File: src/rtl/lcd_tg_pkg.sv
package lcd_tg_pkg;

    localparam int TG_CW     = 12;
    localparam int TG_NFIELD = 6;

    typedef logic [TG_CW-1:0] tg_cnt_t;

    typedef enum logic [2:0] {
        FLD_HSW = 3'd0,
        FLD_HFP = 3'd1,
        FLD_HBP = 3'd2,
        FLD_VSW = 3'd3,
        FLD_VFP = 3'd4,
        FLD_VBP = 3'd5
    } tg_field_e;

    typedef struct packed {
        tg_cnt_t hsw;
        tg_cnt_t hfp;
        tg_cnt_t hbp;
        tg_cnt_t vsw;
        tg_cnt_t vfp;
        tg_cnt_t vbp;
    } tg_cfg_t;

endpackage

File: src/rtl/lcd_tg_cfg.sv
module lcd_tg_cfg import lcd_tg_pkg::*; #(
    parameter int WDATA_W     = 8,
    parameter int HSW_MIN     = 4,
    parameter int HSW_MAX     = 136,
    parameter int HSW_DEF     = 136,
    parameter int HFP_MIN     = 4,
    parameter int HFP_MAX     = 24,
    parameter int HFP_DEF     = 24,
    parameter int HBP_MIN     = 24,
    parameter int HBP_MAX     = 160,
    parameter int HBP_DEF     = 160,
    parameter int VSW_MIN     = 2,
    parameter int VSW_MAX     = 6,
    parameter int VSW_DEF     = 6,
    parameter int VFP_MIN     = 1,
    parameter int VFP_MAX     = 3,
    parameter int VFP_DEF     = 3,
    parameter int VBP_MIN     = 2,
    parameter int VBP_MAX     = 29,
    parameter int VBP_DEF     = 29,
    parameter int H_BLANK_MIN = 310,
    parameter int V_BLANK_MIN = 10
) (
    input  logic               clk,
    input  logic               rst_n,
    input  logic               wr_en,
    input  logic [2:0]         wr_addr,
    input  logic [WDATA_W-1:0] wr_data,
    input  logic               frame_end,
    output tg_cfg_t            act_cfg,
    output logic               cfg_err
);

    localparam int FMIN [TG_NFIELD] = '{HSW_MIN, HFP_MIN, HBP_MIN, VSW_MIN, VFP_MIN, VBP_MIN};
    localparam int FMAX [TG_NFIELD] = '{HSW_MAX, HFP_MAX, HBP_MAX, VSW_MAX, VFP_MAX, VBP_MAX};

    localparam tg_cfg_t CFG_RST = '{
        hsw: tg_cnt_t'(HSW_DEF), hfp: tg_cnt_t'(HFP_DEF), hbp: tg_cnt_t'(HBP_DEF),
        vsw: tg_cnt_t'(VSW_DEF), vfp: tg_cnt_t'(VFP_DEF), vbp: tg_cnt_t'(VBP_DEF)
    };

    typedef struct packed {
        tg_cfg_t shadow;
        tg_cfg_t active;
        logic    err;
    } cfg_state_t;

    cfg_state_t st_d, st_q;

    tg_cfg_t                cand;
    tg_cnt_t                wval;
    logic                   addr_ok;
    logic                   blank_ok;
    logic                   wr_ok;
    logic [TG_NFIELD-1:0]   fld_ok;
    tg_cnt_t                cand_f [TG_NFIELD];

    assign wval = tg_cnt_t'(wr_data);

    // Candidate staging set: current staging set with the addressed field replaced.
    always_comb begin
        cand    = st_q.shadow;
        addr_ok = 1'b1;
        case (wr_addr)
            FLD_HSW: cand.hsw = wval;
            FLD_HFP: cand.hfp = wval;
            FLD_HBP: cand.hbp = wval;
            FLD_VSW: cand.vsw = wval;
            FLD_VFP: cand.vfp = wval;
            FLD_VBP: cand.vbp = wval;
            default: addr_ok  = 1'b0;
        endcase
    end

    assign cand_f[0] = cand.hsw;
    assign cand_f[1] = cand.hfp;
    assign cand_f[2] = cand.hbp;
    assign cand_f[3] = cand.vsw;
    assign cand_f[4] = cand.vfp;
    assign cand_f[5] = cand.vbp;

    for (genvar i = 0; i < TG_NFIELD; i++) begin : g_rng
        assign fld_ok[i] = (cand_f[i] >= tg_cnt_t'(FMIN[i])) &&
                           (cand_f[i] <= tg_cnt_t'(FMAX[i]));
    end

    assign blank_ok = ((cand.hsw + cand.hfp + cand.hbp) >= tg_cnt_t'(H_BLANK_MIN)) &&
                      ((cand.vsw + cand.vfp + cand.vbp) >= tg_cnt_t'(V_BLANK_MIN));

    assign wr_ok = addr_ok && (&fld_ok) && blank_ok;

    always_comb begin
        st_d = st_q;
        if (frame_end) begin
            st_d.active = st_q.shadow;
        end
        if (wr_en) begin
            if (wr_ok) begin
                st_d.shadow = cand;
            end else begin
                st_d.err = 1'b1;
            end
        end
    end

    always_ff @(posedge clk or negedge rst_n) begin
        if (!rst_n) begin
            st_q <= '{shadow: CFG_RST, active: CFG_RST, err: 1'b0};
        end else begin
            st_q <= st_d;
        end
    end

    assign act_cfg = st_q.active;
    assign cfg_err = st_q.err;

endmodule

File: src/rtl/lcd_tg_counter.sv
module lcd_tg_counter import lcd_tg_pkg::*; #(
    parameter int H_ACTIVE = 1024,
    parameter int V_ACTIVE = 768
) (
    input  logic    clk,
    input  logic    rst_n,
    input  tg_cfg_t cfg,
    output tg_cnt_t h,
    output tg_cnt_t v,
    output logic    frame_end
);

    typedef struct packed {
        tg_cnt_t h;
        tg_cnt_t v;
    } pos_t;

    pos_t    pos_d, pos_q;
    tg_cnt_t h_last, v_last;
    logic    line_end;

    assign h_last    = tg_cnt_t'(H_ACTIVE) + cfg.hsw + cfg.hfp + cfg.hbp - 1'b1;
    assign v_last    = tg_cnt_t'(V_ACTIVE) + cfg.vsw + cfg.vfp + cfg.vbp - 1'b1;
    assign line_end  = (pos_q.h == h_last);
    assign frame_end = line_end && (pos_q.v == v_last);

    always_comb begin
        pos_d = pos_q;
        if (line_end) begin
            pos_d.h = '0;
            pos_d.v = (pos_q.v == v_last) ? '0 : pos_q.v + 1'b1;
        end else begin
            pos_d.h = pos_q.h + 1'b1;
        end
    end

    always_ff @(posedge clk or negedge rst_n) begin
        if (!rst_n) begin
            pos_q <= '0;
        end else begin
            pos_q <= pos_d;
        end
    end

    assign h = pos_q.h;
    assign v = pos_q.v;

endmodule

File: src/rtl/lcd_tg_vsync.sv
module lcd_tg_vsync import lcd_tg_pkg::*; #(
    parameter int H_ACTIVE = 1024,
    parameter int V_ACTIVE = 768,
    parameter int VS_LEAD  = 8,
    parameter int VS_HOLD  = 16
) (
    input  logic    clk,
    input  logic    rst_n,
    input  tg_cnt_t hfp,
    input  tg_cnt_t hbp,
    input  tg_cnt_t vsw,
    input  tg_cnt_t vfp,
    input  tg_cnt_t h,
    input  tg_cnt_t v,
    output logic    vs_act
);

    typedef struct packed {
        logic    act;
        logic    run;
        tg_cnt_t cnt;
    } vs_state_t;

    vs_state_t vs_d, vs_q;
    tg_cnt_t   hs_start, line_on, line_off;

    assign hs_start = tg_cnt_t'(H_ACTIVE) + hfp;
    assign line_on  = tg_cnt_t'(V_ACTIVE) + vfp;
    assign line_off = line_on + vsw;

    // Assert so the flag is set at position hs_start - VS_LEAD of line_on.
    // Release countdown is loaded one clock before the hsync edge of line_off,
    // so the flag clears hbp + VS_HOLD clocks after that edge.
    always_comb begin
        vs_d = vs_q;
        if (!vs_q.act && (v == line_on) &&
            (h == hs_start - tg_cnt_t'(VS_LEAD) - 1'b1)) begin
            vs_d.act = 1'b1;
        end
        if (vs_q.act && !vs_q.run && (v == line_off) && (h == hs_start - 1'b1)) begin
            vs_d.run = 1'b1;
            vs_d.cnt = hbp + tg_cnt_t'(VS_HOLD) - 1'b1;
        end
        if (vs_q.run) begin
            if (vs_q.cnt == '0) begin
                vs_d.act = 1'b0;
                vs_d.run = 1'b0;
            end else begin
                vs_d.cnt = vs_q.cnt - 1'b1;
            end
        end
    end

    always_ff @(posedge clk or negedge rst_n) begin
        if (!rst_n) begin
            vs_q <= '0;
        end else begin
            vs_q <= vs_d;
        end
    end

    assign vs_act = vs_q.act;

endmodule

File: src/rtl/lcd_tg_out.sv
module lcd_tg_out import lcd_tg_pkg::*; #(
    parameter int H_ACTIVE = 1024,
    parameter int V_ACTIVE = 768
) (
    input  logic    clk,
    input  logic    rst_n,
    input  tg_cnt_t hsw,
    input  tg_cnt_t hfp,
    input  tg_cnt_t h,
    input  tg_cnt_t v,
    input  logic    vs_act,
    output logic    hsync_n,
    output logic    vsync_n,
    output logic    de,
    output tg_cnt_t hpos,
    output tg_cnt_t vpos
);

    typedef struct packed {
        logic    hs_n;
        logic    vs_n;
        logic    de;
        tg_cnt_t hpos;
        tg_cnt_t vpos;
    } out_t;

    localparam out_t OUT_RST = '{hs_n: 1'b1, vs_n: 1'b1, de: 1'b0, hpos: '0, vpos: '0};

    out_t    o_d, o_q;
    tg_cnt_t hs_start;

    assign hs_start = tg_cnt_t'(H_ACTIVE) + hfp;

    always_comb begin
        o_d.hs_n = !((h >= hs_start) && (h < hs_start + hsw));
        o_d.vs_n = !vs_act;
        o_d.de   = (h < tg_cnt_t'(H_ACTIVE)) && (v < tg_cnt_t'(V_ACTIVE));
        o_d.hpos = h;
        o_d.vpos = v;
    end

    always_ff @(posedge clk or negedge rst_n) begin
        if (!rst_n) begin
            o_q <= OUT_RST;
        end else begin
            o_q <= o_d;
        end
    end

    assign hsync_n = o_q.hs_n;
    assign vsync_n = o_q.vs_n;
    assign de      = o_q.de;
    assign hpos    = o_q.hpos;
    assign vpos    = o_q.vpos;

endmodule

File: src/rtl/lcd_timing_gen.sv
module lcd_timing_gen import lcd_tg_pkg::*; #(
    parameter int H_ACTIVE    = 1024,
    parameter int V_ACTIVE    = 768,
    parameter int WDATA_W     = 8,
    parameter int HSW_MIN     = 4,
    parameter int HSW_MAX     = 136,
    parameter int HSW_DEF     = 136,
    parameter int HFP_MIN     = 4,
    parameter int HFP_MAX     = 24,
    parameter int HFP_DEF     = 24,
    parameter int HBP_MIN     = 24,
    parameter int HBP_MAX     = 160,
    parameter int HBP_DEF     = 160,
    parameter int VSW_MIN     = 2,
    parameter int VSW_MAX     = 6,
    parameter int VSW_DEF     = 6,
    parameter int VFP_MIN     = 1,
    parameter int VFP_MAX     = 3,
    parameter int VFP_DEF     = 3,
    parameter int VBP_MIN     = 2,
    parameter int VBP_MAX     = 29,
    parameter int VBP_DEF     = 29,
    parameter int H_BLANK_MIN = 310,
    parameter int V_BLANK_MIN = 10,
    parameter int VS_LEAD     = 8,
    parameter int VS_HOLD     = 16
) (
    input  logic               clk,
    input  logic               rst_n,
    input  logic               wr_en,
    input  logic [2:0]         wr_addr,
    input  logic [WDATA_W-1:0] wr_data,
    output logic               hsync_n,
    output logic               vsync_n,
    output logic               de,
    output logic [TG_CW-1:0]   hpos,
    output logic [TG_CW-1:0]   vpos,
    output logic               cfg_err
);

    tg_cfg_t act_cfg;
    tg_cnt_t h_cnt, v_cnt;
    logic    frame_end;
    logic    vs_act;

    lcd_tg_cfg #(
        .WDATA_W(WDATA_W),
        .HSW_MIN(HSW_MIN), .HSW_MAX(HSW_MAX), .HSW_DEF(HSW_DEF),
        .HFP_MIN(HFP_MIN), .HFP_MAX(HFP_MAX), .HFP_DEF(HFP_DEF),
        .HBP_MIN(HBP_MIN), .HBP_MAX(HBP_MAX), .HBP_DEF(HBP_DEF),
        .VSW_MIN(VSW_MIN), .VSW_MAX(VSW_MAX), .VSW_DEF(VSW_DEF),
        .VFP_MIN(VFP_MIN), .VFP_MAX(VFP_MAX), .VFP_DEF(VFP_DEF),
        .VBP_MIN(VBP_MIN), .VBP_MAX(VBP_MAX), .VBP_DEF(VBP_DEF),
        .H_BLANK_MIN(H_BLANK_MIN), .V_BLANK_MIN(V_BLANK_MIN)
    ) u_cfg (
        .clk      (clk),
        .rst_n    (rst_n),
        .wr_en    (wr_en),
        .wr_addr  (wr_addr),
        .wr_data  (wr_data),
        .frame_end(frame_end),
        .act_cfg  (act_cfg),
        .cfg_err  (cfg_err)
    );

    lcd_tg_counter #(.H_ACTIVE(H_ACTIVE), .V_ACTIVE(V_ACTIVE)) u_cnt (
        .clk      (clk),
        .rst_n    (rst_n),
        .cfg      (act_cfg),
        .h        (h_cnt),
        .v        (v_cnt),
        .frame_end(frame_end)
    );

    lcd_tg_vsync #(
        .H_ACTIVE(H_ACTIVE), .V_ACTIVE(V_ACTIVE),
        .VS_LEAD(VS_LEAD), .VS_HOLD(VS_HOLD)
    ) u_vs (
        .clk   (clk),
        .rst_n (rst_n),
        .hfp   (act_cfg.hfp),
        .hbp   (act_cfg.hbp),
        .vsw   (act_cfg.vsw),
        .vfp   (act_cfg.vfp),
        .h     (h_cnt),
        .v     (v_cnt),
        .vs_act(vs_act)
    );

    lcd_tg_out #(.H_ACTIVE(H_ACTIVE), .V_ACTIVE(V_ACTIVE)) u_out (
        .clk    (clk),
        .rst_n  (rst_n),
        .hsw    (act_cfg.hsw),
        .hfp    (act_cfg.hfp),
        .h      (h_cnt),
        .v      (v_cnt),
        .vs_act (vs_act),
        .hsync_n(hsync_n),
        .vsync_n(vsync_n),
        .de     (de),
        .hpos   (hpos),
        .vpos   (vpos)
    );

endmodule

File: config.mk
export PLATFORM = sky130hd
export DESIGN_NAME = lcd_timing_gen
export DESIGN_NICKNAME = d
export VERILOG_FILES = /design/src/rtl/lcd_tg_pkg.sv /design/src/rtl/lcd_tg_cfg.sv /design/src/rtl/lcd_tg_counter.sv /design/src/rtl/lcd_tg_vsync.sv /design/src/rtl/lcd_tg_out.sv /design/src/rtl/lcd_timing_gen.sv
export SDC_FILE = /design/constraint.sdc
export NUM_CORES = 1
export LEC_CHECK = 0
export ABC_CLOCK_PERIOD_IN_PS = 6350
export BUFFER_PORTS_ARGS = -buffer_cell sky130_fd_sc_hd__buf_2
export CAP_MARGIN = 20
export CORE_UTILIZATION = 45
export DETAILED_ROUTE_END_ITERATION = 8
export SLEW_MARGIN = 20
export SYNTH_ARGS = -nofsm -noshare
export SYNTH_HDL_FRONTEND = slang
export SYNTH_SLANG_ARGS = --single-unit
File: constraint.sdc
create_clock -name clk -period 6.35 [get_ports clk]
set_input_delay 1.27 -clock clk [delete_from_list [all_inputs] [get_ports clk]]
set_output_delay 1.27 -clock clk [all_outputs]
set_load 0.02 [all_outputs]
* Word-level counts from Yosys, hierarchy flattened
Cells that the tools add are included.
** Storage, ports and cells
- Output and inout bits :: 28
- Bits of input ports :: 14
- Word-level logic and storage cells :: 117
- Register bits after elaboration :: 210
** Cells by class
- Bitwise logic cells :: 1
- Multiplexer cells :: 14
- Reductions and logical operators :: 26
- $add $sub $neg :: 24
- Equality and inequality tests :: 11
- Order comparisons :: 18
** Operators with widths (count)
- $add A12 B12 Y12 :: 10
- $mux W12 :: 9
- $eq A12 B12 Y1 :: 6
- $sub A12 B1 Y12 const B :: 6
- $add A10 B12 Y12 const A :: 2
- $add A11 B12 Y12 const A :: 2
- $add A12 B1 Y12 const B :: 2
- $ge A12 B2 Y1 const B :: 2
- $ge A12 B3 Y1 const B :: 2
- $le A12 B5 Y1 const B :: 2
- $le A12 B8 Y1 const B :: 2
- $logic_and A1 B1 Y1 :: 17
- $mux W14 :: 1
- $mux W13 :: 1
- $add A12 B5 Y12 const B :: 1
- $ge A12 B1 Y1 const B :: 1
- $ge A12 B12 Y1 :: 1
- $ge A12 B4 Y1 const B :: 1
- $ge A12 B5 Y1 const B :: 1
- $ge A12 B9 Y1 const B :: 1
- $le A12 B2 Y1 const B :: 1
- $le A12 B3 Y1 const B :: 1
- $logic_not A12 Y1 :: 1
- $lt A12 B10 Y1 const B :: 1
- other kinds (14) :: 20

* Longest topological paths before layout
- Depth after elaboration :: 9
- Depth in mapped cells :: 20
- Mapped depth without buffers :: 16

* Cells and area by module
Synthesis repeated with hierarchy kept, for this count alone.
** Second synthesis, totals
- Cell total of the unflattened synthesis :: 1777
- Area total of the unflattened synthesis :: 16833.6 µm²
** Modules (own cells, without submodules)
- lcd_tg_cfg :: cells each 873, sequential area each 3663.5 µm², times used 1, area each 9115.0 µm²
- lcd_tg_counter :: cells each 412, sequential area each 600.6 µm², times used 1, area each 3468.3 µm²
- lcd_tg_vsync :: cells each 340, sequential area each 350.3 µm², times used 1, area each 2592.5 µm²
- lcd_tg_out :: cells each 152, sequential area each 678.2 µm², times used 1, area each 1657.8 µm²

* Worst setup path before layout
Ideal clock, no wire load.
- Kind :: input to register
- Start point :: input wr_addr[0]
- End point :: register u_cfg.st_q[74] (netlist bit)
- Data required time :: 6225 ps
- Library setup time :: 125 ps
- Buffers on the path :: 3
- Data arrival time :: 5219 ps
- Stages :: 17
- Slack :: 1006 ps
- Cells stage by stage :: buf_2 or3b_1 clkbuf_1 nand2_1 nand2_1 fa_1 ha_1 fa_1 a211oi_1 nor2_1 o21ai_0 a21oi_1 xnor2_1 and3_1 nor3b_2 buf_4 mux2_2
** RTL lines
- start: declaration :: RTL line lcd_timing_gen.sv:31 : input logic [2:0] wr_addr,
- end signal: assignment :: RTL line lcd_tg_cfg.sv:108 : st_q <= '{shadow: CFG_RST, active: CFG_RST, err: 1'b0};
- end signal: assignment :: RTL line lcd_tg_cfg.sv:110 : st_q <= st_d;
- end: declaration :: RTL line lcd_tg_cfg.sv:48 : cfg_state_t st_d, st_q;

==> flow_summary.json <==
{
  "outcome": "finished, final reports clean",
  "slew_headroom": 0.328,
  "wl_met1_mm": 19.7,
  "core-area_sq_um": 33800,
  "synth_nets": 1781,
  "wl_per_cell_microns": 18.6,
  "finClkSkew_ns": 0.0161,
  "area_delta_synth_final_pct": 10.4,
  "htree_levels": 1,
  "crit_end": "u_cfg.st_q[133]$_DFFE_PN0P_",
  "startpoint_type": "input pin",
  "required_ns": 6.74,
  "yosysTopAreaCell": "dfrtp_1",
  "synth.avg_cell_area_sq_um": 9.72,
  "slowest_delay_ns": 0.55,
  "finalNetCount": 1805,
  "dp.final_hpwl_mm": 30.6,
  "crit_family": "simple AND/OR/NAND/NOR gates",
  "start_util": 0.461,
  "crit_chain": "buf_2 -> or3b_1 -> nand2_1 -> nand2_1 -> fa_1 -> ha_1 -> fa_1 -> a211oi_1 -> nor2_1 -> o21ai_0 -> a21oi_1 -> xnor2_1 -> and3_1 -> nor3b_4 -> buf_12 -> mux2_2",
  "end_kind": "flop",
  "critPathKind": "input pin to flop",
  "vias_per_cell": 5.52,
  "fin_crit_sh": 0.846,
  "setup_tns_ns": 0,
  "cp_slowest_cell": "or3b_1",
  "dieArea_sq_um": 35400,
  "netlist_area_sq_um": 15600,
  "std_cell_rows": 67,
  "r2r_end": "u_cfg.act_cfg[48]$_DFFE_PN0P_",
  "antenna_found_initial": 0,
  "hold_viol": 0,
  "r2r_slack_ns": 1.37,
  "hold_buffers": 0,
  "drt_first_pass_iters": 5,
  "drive_gt1_frac": 0.146,
  "fmax_ghz": 0.186,
  "timing.final.crit_period_ns": 5.37,
  "portBuffers": 41,
  "r2r_cells": 15,
  "synth_edf_count": 0,
  "wl_met2_mm": 17.0,
  "ioPinCount": 42,
  "routed.top_layer": "met4",
  "place.gp.congestion": 0.907,
  "ys.warnings.count": 0,
  "async_reset_ff_frac": 1.00,
  "met3WireLength_mm": 1.40,
  "synth_cells": 1604,
  "drt_iter0_markers": 665,
  "holdCritPathClass": "flop to flop",
  "antenna_left": 0,
  "powerDensity_nw_per_um2": 177,
  "postCtsSetupBuffers": 0,
  "grt-ovfl-total": 0,
  "path_clk_slew_ns": 0.06,
  "crit_path_start": "wr_addr[0]",
  "dr_total_vias": 11600,
  "post-route-util": 0.510,
  "synth_cell_types": 77,
  "cts.sinks": 210,
  "rsz0062_at_grt": "no",
  "grt_pass1_vias": 11200,
  "worst_slew_pin_slew_ns": 1.01,
  "leakage_uw": 0.00844,
  "synth.area.top_cells": "dfrtp_1 (29%), ha_1 (9.4%), fa_1 (5.9%)",
  "drc": 0,
  "ir_worst_vdd_mv": 0.177,
  "ys.flop_type": "dfrtp_1",
  "critPathMaxFanout": 56,
  "cap_violations": 0,
  "cts_buffers": 24,
  "clock_path_buffers": 3,
  "worstReg2RegStart": "u_cfg.act_cfg[49]$_DFFE_PN0P_",
  "clockRootBuffer": "clkbuf_16",
  "seq_area_frac_synth": 0.340,
  "clk_latency_ns": 0.52,
  "cts_tree": "yes",
  "path_depth": 16,
  "dieWidth_microns": 188,
  "wirelength_mm": 38.9,
  "grt_pass1_wl_mm": 62.6,
  "setup_violations": 0,
  "cp_num_buf_inv": 2,
  "grt_max_degree": 183,
  "grt_use_total": 0.223,
  "synth_top_area_frac": 0.289,
  "die_h_microns": 188,
  "cts_resized": 0,
  "arrival_ns": 5.76,
  "drv_slew": 0,
  "antenna_cells": 0,
  "ys_ff_latch": 210
}
flip-flops by register name, indices dropped and copies added, names as in the netlist, 12 cells and up:
| register | cells |
|---|---|
| u_out.vpos | 12 |
| u_vs.vs_q | 13 |
| u_cnt.h | 12 |
| u_cfg.st_q | 72 |
| u_out.hpos | 12 |
| u_cfg.act_cfg | 72 |
| u_cnt.v | 12 |
worst register-to-register path, delay by kind of cell (launching register included):
family | cells | cell delay [ns]
xor+xnor | 1 | 0.10
mux | 1 | 0.36
fa+ha+maj | 4 | 1.43
buf+inv | 3 | 0.45
flops | 1 | 0.48
compound gates | 3 | 0.67
simple gates | 3 | 1.38
cell usage in the layout (no fill, tap or decap), types with 40 or more instances in the layout:
cell,Yosys,routed
nand2_1,86,86
xor2_1,77,76
nor2_1,94,93
inv_1,156,156
mux2i_1,61,61
xnor2_1,80,80
nor3_1,49,49
dfrtp_1,180,180
buf_2,14,40
o21ai_0,42,42
mux2_2,81,81
fa_1,46,46
ha_1,117,117
a21oi_1,72,72
worst min-delay path by stage:
stage,depth (start not counted),start,to
6_report,1,u_cfg.cfg_err$_DFFE_PN0P_,u_cfg.cfg_err$_DFFE_PN0P_
4_1_cts,1,u_cfg.cfg_err$_DFFE_PN0P_,u_cfg.cfg_err$_DFFE_PN0P_
5_1_grt,1,u_cfg.cfg_err$_DFFE_PN0P_,u_cfg.cfg_err$_DFFE_PN0P_
3_3_place_gp,1,u_cfg.cfg_err$_DFFE_PN0P_,u_cfg.cfg_err$_DFFE_PN0P_
3_5_place_dp,1,u_cfg.cfg_err$_DFFE_PN0P_,u_cfg.cfg_err$_DFFE_PN0P_
2_1_floorplan,0,u_cnt.v[10]$_DFFE_PN0N_,u_out.vpos[10]$_DFF_PN0_
kinds of logic (layout without fill, tap and decap cells):
kind of cell	count (synthesis)	count (layout)	synth area share
muxes	144	144	0.0998
xor gates and xnor gates	158	158	0.0897
buffers and inverters	224	266	0.0573
adders and majority gates	163	163	0.153
DFF	210	210	0.340
AOI/OAI and AO/OA	280	280	0.120
and+or+nand+nor	425	425	0.141
area by class of cell:
type,count,area [sq um]
sequential,210,5290
clock inverter,12,200
timing repair buffer,66,465
fill,3126,16600
inverter,156,586
clock buffer,32,682
tap,448,561
multi-input combinational,1170,9430
metrics by stage:
step	total power (uW)	hold slack, ns	worst slack (ns)	area [sq um]	instances
final	3040	0.472	0.979	17200	2094
after CTS	3070	0.478	1.01	17200	2094
after detailed placement	1550	0.453	0.496	16300	2050
after global placement	1540	0.455	0.608	16300	2050
after global routing	3160	0.483	0.644	17200	2094
after floorplan	1480	0.352	1.01	15600	1604
synth_stat cells (8+ instances only):
master and count:
clkbuf_1 42, a31oi_1 8, dfrtp_1 180, nor2_1 94, or4_1 9, nor4_1 16, dfstp_2 30, ha_1 117
xor2_1 77, a21oi_1 72, xnor2_1 80, fa_1 46, and2_1 12, a211o_1 10, inv_1 156, mux2i_1 61
a21o_1 19, nor2b_1 25, and3_1 21, buf_2 14, nand4_1 15, nand3_1 38, or3_1 15, nand2_1 86
o21a_1 11, a21boi_0 20, a211oi_1 10, nor3_1 49, o21ai_0 42, o22ai_1 11, o21bai_1 14, o211ai_1 11
nand2b_1 9, mux2_2 81
power breakdown:
group	leakage, uW	switching [uW]	total, uW	internal, uW
sequential	0.00274	0.0000205	1340	1340
combinational	0.00528	124	184	60.3
clock	0.000422	558	1520	961
routing by layer:
| metal | up-vias | track usage |
|---|---|---|
| met3 | 47 | 0.0206 |
| met4 | 0 | 0.0538 |
| met2 | 232 | 0.343 |
| li1 | 5646 | - |
| met1 | 5634 | 0.336 |
| met5 | - | 0 |
No activity file was read; power rests on OpenSTA's default activity.
